## config.mk

```make
export PLATFORM = sky130hd
export DESIGN_NAME = cmd_ring_reader
export DESIGN_NICKNAME = d
export VERILOG_FILES = /design/src/rtl/cmd_ring_pkg.sv /design/src/rtl/cmd_ring_ptr_step.sv /design/src/rtl/cmd_ring_mem_port.sv /design/src/rtl/cmd_ring_reader.sv
export SDC_FILE = /design/constraint.sdc
export NUM_CORES = 1
export LEC_CHECK = 0
export ABC_AREA = 1
export ABC_CLOCK_PERIOD_IN_PS = 4100
export BUFFER_PORTS_ARGS = -buffer_cell sky130_fd_sc_hd__buf_2
export CELL_PAD_IN_SITES_DETAIL_PLACEMENT = 2
export CELL_PAD_IN_SITES_GLOBAL_PLACEMENT = 2
export CORE_MARGIN = 2
export CORE_UTILIZATION = 37
export CTS_CLUSTER_DIAMETER = 100
export DETAILED_ROUTE_END_ITERATION = 12
export PLACE_DENSITY = 0.87
export RECOVER_POWER = 50
export SLEW_MARGIN = 20
export SYNTH_ARGS = -nofsm -noshare
export SYNTH_HDL_FRONTEND = slang
export SYNTH_SLANG_ARGS = --single-unit
```

## constraint.sdc

```tcl
create_clock -name clk_i -period 4.1 [get_ports clk_i]
set_input_delay 0.205 -clock clk_i [delete_from_list [all_inputs] [get_ports clk_i]]
set_output_delay 0.205 -clock clk_i [all_outputs]
set_load 0.01 [all_outputs]
```

## src/rtl/cmd_ring_pkg.sv

```systemverilog
`timescale 1ns/1ps
package cmd_ring_pkg;
  localparam int unsigned DW = 32;
  localparam int unsigned HDR_MIN  = 0;
  localparam int unsigned HDR_MAX  = 1;
  localparam int unsigned HDR_NEXT = 2;
  localparam int unsigned HDR_STOP = 3;
  localparam int unsigned STEP_B   = 4;

  typedef enum logic [2:0] {
    S_IDLE, S_HMIN, S_HMAX, S_HSTOP, S_POLL, S_FETCH, S_SEND, S_WBACK
  } rd_state_e;

  typedef enum logic [1:0] {MP_IDLE, MP_REQ, MP_RESP} mp_state_e;
endpackage

```

## src/rtl/cmd_ring_ptr_step.sv

```systemverilog
`timescale 1ns/1ps
module cmd_ring_ptr_step
  import cmd_ring_pkg::*;
#(
  parameter int unsigned OFF_W = 32
) (
  input  logic [OFF_W-1:0] cur_i,
  input  logic [OFF_W-1:0] lo_i,
  input  logic [OFF_W-1:0] hi_i,
  output logic [OFF_W-1:0] nxt_o
);
  logic [OFF_W-1:0] inc;
  assign inc   = cur_i + OFF_W'(STEP_B);
  assign nxt_o = (inc == hi_i) ? lo_i : inc;
endmodule

```

## src/rtl/cmd_ring_mem_port.sv

```systemverilog
`timescale 1ns/1ps
module cmd_ring_mem_port
  import cmd_ring_pkg::*;
#(
  parameter int unsigned AW = 30
) (
  input  logic          clk_i,
  input  logic          rst_ni,
  input  logic          start_i,
  input  logic          we_i,
  input  logic [AW-1:0] addr_i,
  input  logic [DW-1:0] wdata_i,
  output logic          done_o,
  output logic [DW-1:0] rdata_o,
  output logic          mem_req_o,
  output logic          mem_we_o,
  output logic [AW-1:0] mem_addr_o,
  output logic [DW-1:0] mem_wdata_o,
  input  logic          mem_gnt_i,
  input  logic          mem_rvalid_i,
  input  logic [DW-1:0] mem_rdata_i
);
  mp_state_e     st_q;
  logic          we_q;
  logic [AW-1:0] addr_q;
  logic [DW-1:0] wdata_q;

  always_ff @(posedge clk_i or negedge rst_ni) begin
    if (!rst_ni) begin
      st_q    <= MP_IDLE;
      we_q    <= 1'b0;
      addr_q  <= '0;
      wdata_q <= '0;
    end else begin
      case (st_q)
        MP_IDLE: if (start_i) begin
          st_q    <= MP_REQ;
          we_q    <= we_i;
          addr_q  <= addr_i;
          wdata_q <= wdata_i;
        end
        MP_REQ:  if (mem_gnt_i) st_q <= we_q ? MP_IDLE : MP_RESP;
        MP_RESP: if (mem_rvalid_i) st_q <= MP_IDLE;
        default: st_q <= MP_IDLE;
      endcase
    end
  end

  assign mem_req_o   = (st_q == MP_REQ);
  assign mem_we_o    = we_q;
  assign mem_addr_o  = addr_q;
  assign mem_wdata_o = wdata_q;
  assign done_o      = (st_q == MP_REQ && mem_gnt_i && we_q) ||
                       (st_q == MP_RESP && mem_rvalid_i);
  assign rdata_o     = mem_rdata_i;
endmodule

```

## src/rtl/cmd_ring_reader.sv

```systemverilog
`timescale 1ns/1ps
module cmd_ring_reader
  import cmd_ring_pkg::*;
#(
  parameter  int unsigned OFF_W = 32,
  localparam int unsigned AW    = OFF_W - 2
) (
  input  logic          clk_i,
  input  logic          rst_ni,
  input  logic          cfg_done_i,
  input  logic          sync_i,
  output logic          busy_o,
  output logic          mem_req_o,
  output logic          mem_we_o,
  output logic [AW-1:0] mem_addr_o,
  output logic [31:0]   mem_wdata_o,
  input  logic          mem_gnt_i,
  input  logic          mem_rvalid_i,
  input  logic [31:0]   mem_rdata_i,
  output logic          cmd_valid_o,
  output logic [31:0]   cmd_data_o,
  input  logic          cmd_ready_i
);
  rd_state_e        state_q;
  logic             pend_q, sync_q;
  logic [OFF_W-1:0] min_q, max_q, next_q, stop_q, stop_nx, rd_off;
  logic [DW-1:0]    data_q, mp_rdata, mp_wdata;
  logic [AW-1:0]    mp_addr;
  logic             mp_we, mp_start, mp_done, op_st, empty_seen;

  cmd_ring_ptr_step #(.OFF_W(OFF_W)) u_step (
    .cur_i(stop_q), .lo_i(min_q), .hi_i(max_q), .nxt_o(stop_nx)
  );

  cmd_ring_mem_port #(.AW(AW)) u_mp (
    .clk_i       (clk_i),
    .rst_ni      (rst_ni),
    .start_i     (mp_start),
    .we_i        (mp_we),
    .addr_i      (mp_addr),
    .wdata_i     (mp_wdata),
    .done_o      (mp_done),
    .rdata_o     (mp_rdata),
    .mem_req_o   (mem_req_o),
    .mem_we_o    (mem_we_o),
    .mem_addr_o  (mem_addr_o),
    .mem_wdata_o (mem_wdata_o),
    .mem_gnt_i   (mem_gnt_i),
    .mem_rvalid_i(mem_rvalid_i),
    .mem_rdata_i (mem_rdata_i)
  );

  assign rd_off   = OFF_W'(mp_rdata);
  assign mp_wdata = DW'(stop_q);
  assign op_st    = !(state_q inside {S_IDLE, S_SEND});
  assign mp_start = op_st && !pend_q;

  always_comb begin
    mp_we   = 1'b0;
    mp_addr = '0;
    case (state_q)
      S_HMIN:  mp_addr = AW'(HDR_MIN);
      S_HMAX:  mp_addr = AW'(HDR_MAX);
      S_HSTOP: mp_addr = AW'(HDR_STOP);
      S_POLL:  mp_addr = AW'(HDR_NEXT);
      S_FETCH: mp_addr = stop_q[OFF_W-1:2];
      S_WBACK: begin mp_addr = AW'(HDR_STOP); mp_we = 1'b1; end
      default: ;
    endcase
  end

  // only a fresh host-pointer read may declare the ring empty
  assign empty_seen = (state_q == S_POLL) && mp_done && (rd_off == stop_q);

  always_ff @(posedge clk_i or negedge rst_ni) begin
    if (!rst_ni) begin
      state_q <= S_IDLE;
      pend_q  <= 1'b0;
      sync_q  <= 1'b0;
      min_q   <= '0;
      max_q   <= '0;
      next_q  <= '0;
      stop_q  <= '0;
      data_q  <= '0;
    end else begin
      if (mp_start)     pend_q <= 1'b1;
      else if (mp_done) pend_q <= 1'b0;

      if (sync_i)          sync_q <= 1'b1;
      else if (empty_seen) sync_q <= 1'b0;

      case (state_q)
        S_IDLE:  if (cfg_done_i) state_q <= S_HMIN;
        S_HMIN:  if (mp_done) begin min_q <= rd_off; state_q <= S_HMAX; end
        S_HMAX:  if (mp_done) begin max_q <= rd_off; state_q <= S_HSTOP; end
        S_HSTOP: if (mp_done) begin stop_q <= rd_off; state_q <= S_POLL; end
        S_POLL: if (mp_done) begin
          next_q <= rd_off;
          if (!cfg_done_i)          state_q <= S_IDLE;
          else if (rd_off != stop_q) state_q <= S_FETCH;
        end
        S_FETCH: if (mp_done) begin data_q <= mp_rdata; state_q <= S_SEND; end
        S_SEND: if (cmd_ready_i) begin
          stop_q  <= stop_nx;
          state_q <= S_WBACK;
        end
        S_WBACK: if (mp_done) begin
          if (!cfg_done_i)          state_q <= S_IDLE;
          else if (stop_q == next_q) state_q <= S_POLL;
          else                       state_q <= S_FETCH;
        end
        default: state_q <= S_IDLE;
      endcase
    end
  end

  assign busy_o      = sync_q;
  assign cmd_valid_o = (state_q == S_SEND);
  assign cmd_data_o  = data_q;
endmodule

```

==> results by group <==
Finish
  – Area Growth Syn to Fin: 14.8%
  – Layout cells sized above 1: 12.5%
  – Final nets: 1763
  – Design area: 14200 um^2
  – Finished Layout Cells: 2188

Timing
  – Final TNS setup: 0 ns
  – Count of final hold-check violations: 0
  – RSZ-0062 raised after global routing: no
  – Slew margin rel.: -113%
  – F_max: 266 MHz
  – Slew Viols, Final: 120
  – Fin crit period: 3.76 ns
  – Worst Max-Slew Pin Slew: 3.20 ns
  – Final setup fails: 0
  – Setup Skew: 0.0111 ns
  – Fin crit share: 91.7%

Logic synthesis
  – Compound-Gate Fraction of Synth Area: 11.2%
  – Mapped Cells: 1610
  – Ys async rst share: 100%
  – Synth top area share: 46.4%
  – Register area share after synthesis: 46.4%
  – Post-Syn Area: 12400 um^2
  – Syn Nets: 1654
  – Syn_area_per_cell: 7.71 um^2
  – Yosys warnings: 0
  – EDFF count, synth: 0
  – Mux share of post-synthesis cell area: 0%
  – Synth Area in Simple Gates: 31.8%
  – Post-synth cell types: 42
  – Post-synthesis xor/xnor area fraction: 3.07%
  – Main combinational cell family by area after synthesis: simple AND/OR/NAND/NOR gates
  – Main synth FF type: dfrtp_1
  – Top cells by area, synth: dfrtp_1 46%, nand2_1 18%, o21ai_0 6.8%, inv_1 3.1%, nor2_1 2.9%
  – Post-Synth Adder-Cell Area: 0.504%
  – Cell taking the most area after synthesis: dfrtp_1
  – Synth Register Bits: 230

Floorplan
  – DIE HEIGHT: 187 um
  – Full die area: 35000 um^2
  – Ports: 137
  – Initial Utilization: 37.3%
  – Chip Width: 187 um
  – Row count: 67
  – Core area: 33300 um^2

Critical path
  – FF-to-FF Start: mp_wdata[3]
  – CP endpoint: mp_wdata[25]
  – Required time worst endpoint: 4.53 ns
  – Worst Path Arrival: 4.19 ns
  – Worst setup path class: register to register
  – CP Max Fanout: 30
  – Reg2reg end: mp_wdata[25]
  – FF-to-FF path depth: 17
  – Worst Setup SP: mp_wdata[3]
  – Startpoint class of the critical path: register
  – CP endpoint kind: register
  – Reg2Reg Setup Slack: 0.34 ns

Clock network
  – CTS Buf Count: 26
  – CTS root buffer: clkbuf_16
  – # H-tree levels: 1
  – Deepest clock path buffer count: 3
  – Post-CTS setup buffer count: 0
  – Worst-Skew Late Latency: 0.55 ns
  – CTS tree: done
  – Cts repair resizes: 0
  – Clk sink count: 230
  – Worst-path clk slew: 0.06 ns

GRT
  – Gr ovfl total: 0
  – Initial antenna violation count: 0
  – First-pass GRT wire length: 82100 um
  – Pin count of the biggest net entering global routing: 120
  – Vias in the first global route: 13500
  – Global Route Usage Sum: 30.0%

Placement
  – HPWL after DPL: 36700 um
  – Placed cell areas: 13400 um^2
  – Placed cells: 2131
  – RD Place Congestion: 0.919
  – Port buffer count: 136

Power and ir drop
  – P per Cell Area: 851 nW/um^2
  – Leakage: 6.84 nW
  – Worst vdd ir: 342 uV

Routing
  – First-pass DRT Iterations: 5
  – Via density per instance: 5.50
  – WL final: 52000 um
  – Iter 0 DRT Violations: 677
  – DRC violations left: 0
  – WL per Instance: 23.7 um
  – DRT antenna net count: 0
  – Detailed-route via count: 12000

Run status
  – Failing checks: max-capacitance violations, max-slew violations
  – Outcome: finished, violations left

Hold path
  – Type of the worst min-delay path: primary input to register

Job
  – Number of max-cap violations: 1
[worst max-delay path, stage by stage, from the launching register on]
cell     delay (ns)
dfrtp_1        0.59
ha_1           0.33
nand3_1        0.15
nor2_2         0.56
nand2_4        0.17
nor2_4         0.18
nand3_1        0.11
nand3_1        0.14
nand2_1        0.06
nor2_1         0.15
nand2_2        0.11
nor2_8         0.33
nand3_4        0.09
buf_4          0.30
nand2_1        0.13
nand2_1        0.07
nand2_1        0.10
a21oi_2        0.06
[worst min path at each step]
| stage | start | to | slack [ns] | cells after the start |
|---|---|---|---|---|
| 6_report | mem_rdata_i[20] | mp_wdata[20] | 0.004 | 3 |
| 2_1_floorplan | rst_ni | busy_o | -0.09 | 0 |
| 3_3_place_gp | rst_ni | cmd_data_o[5] | 0.38 | 1 |
| 4_1_cts | mem_rdata_i[6] | mp_wdata[6] | 0.0009 | 3 |
| 3_5_place_dp | rst_ni | cmd_data_o[5] | 0.38 | 1 |
| 5_1_grt | mem_rdata_i[2] | mp_wdata[2] | 0.008 | 3 |
[Yosys cell counts, types with 20 or more instances]
library cell    n
nand2_2        20
nand2_1       591
inv_1         103
nand4_1        50
a21oi_1        33
clkbuf_1       52
nand3_1        58
nor2_1         97
o21ai_0       168
a21oi_2        30
xnor2_1        32
dfrtp_1       230
[cells by family (layout without fill, tap and decap cells)]
group,Yosys count,count (layout)
flops,230,230
xor+xnor,42,42
simple gates,889,889
fa+ha+maj,5,5
buf+inv,198,327
compound gates,246,246
other cells,0,1
[sequential cells by signal, summed over array words and instances (netlist names)]
name	count
busy_o	1
cmd_data_o	32
max_q	32
min_q	32
mp_wdata	32
next_q	32
pend_q	1
state_q	3
u_mp.mem_addr_o	30
u_mp.mem_wdata_o	32
u_mp.mem_we_o	1
u_mp.st_q	2
[cell usage in the layout (no fill, tap or decap), types with 3 or more instances in the layout]
| cell | count |
|---|---|
| a21oi_2 | 30 |
| clkbuf_1 | 97 |
| o21ai_0 | 168 |
| buf_4 | 21 |
| inv_6 | 4 |
| inv_1 | 102 |
| nand3b_1 | 15 |
| nand2_1 | 587 |
| nor3_1 | 8 |
| or2_2 | 6 |
| nor4_1 | 7 |
| nand4_1 | 50 |
| dfrtp_1 | 230 |
| nand3_2 | 4 |
| nand2_4 | 5 |
| dlygate4sd3_1 | 8 |
| xnor2_1 | 32 |
| nand3_1 | 57 |
| clkbuf_8 | 3 |
| clkinvlp_4 | 4 |
| clkbuf_2 | 3 |
| a21oi_1 | 33 |
| buf_2 | 40 |
| nor2_8 | 6 |
| clkbuf_16 | 27 |
| ha_1 | 5 |
| inv_2 | 6 |
| nor2_1 | 97 |
| nor2_4 | 8 |
| xor2_1 | 9 |
| clkinv_2 | 5 |
| nor2_2 | 13 |
| nand2_2 | 24 |
[per-stage QoR]
step           power [W]  hold slack (ns)  util (%)  worst slack [ns]
3_3_place_gp     0.00918            0.378      40.3             0.566
2_1_floorplan    0.00746          -0.0906         -              1.91
6_report          0.0121          0.00420      42.8             0.341
5_1_grt           0.0130          0.00778      42.8             0.101
4_1_cts           0.0122         0.000855      43.2             0.343
3_5_place_dp     0.00960            0.380      40.3             0.421
[power breakdown]
group          leakage [nW]  switching, W  internal [W]
logic                  3.42       0.00351       0.00166
clock network         0.430       0.00106       0.00140
registers              2.99       0.00121       0.00329
[final cells by class]
cell class,instances,area [um^2]
diodes,1,2.50
fillers,3895,19000
inverters,110,413
clock buffers,31,721
repair buffers,169,833
flip-flops and latches,230,5760
clock inverters,17,168
multi-input cells,1182,5800
well taps,448,561
[per-layer routing]
metal	vias to the layer above	routed length [um]	part of all wire, %	track usage, %
li1	5374	-	-	-
met1	6212	22600	43	39.8
met2	337	25000	48	50.7
met3	105	2640	5.1	4.05
met4	0	1770	3.4	9.74
met5	-	0	0	0
[what timing repair did]
action	CTS	global route
hold buffers	8	0
hold endpoints to repair	121	0
setup endpoints to repair	0	0
(Power assumes the default switching activity.)
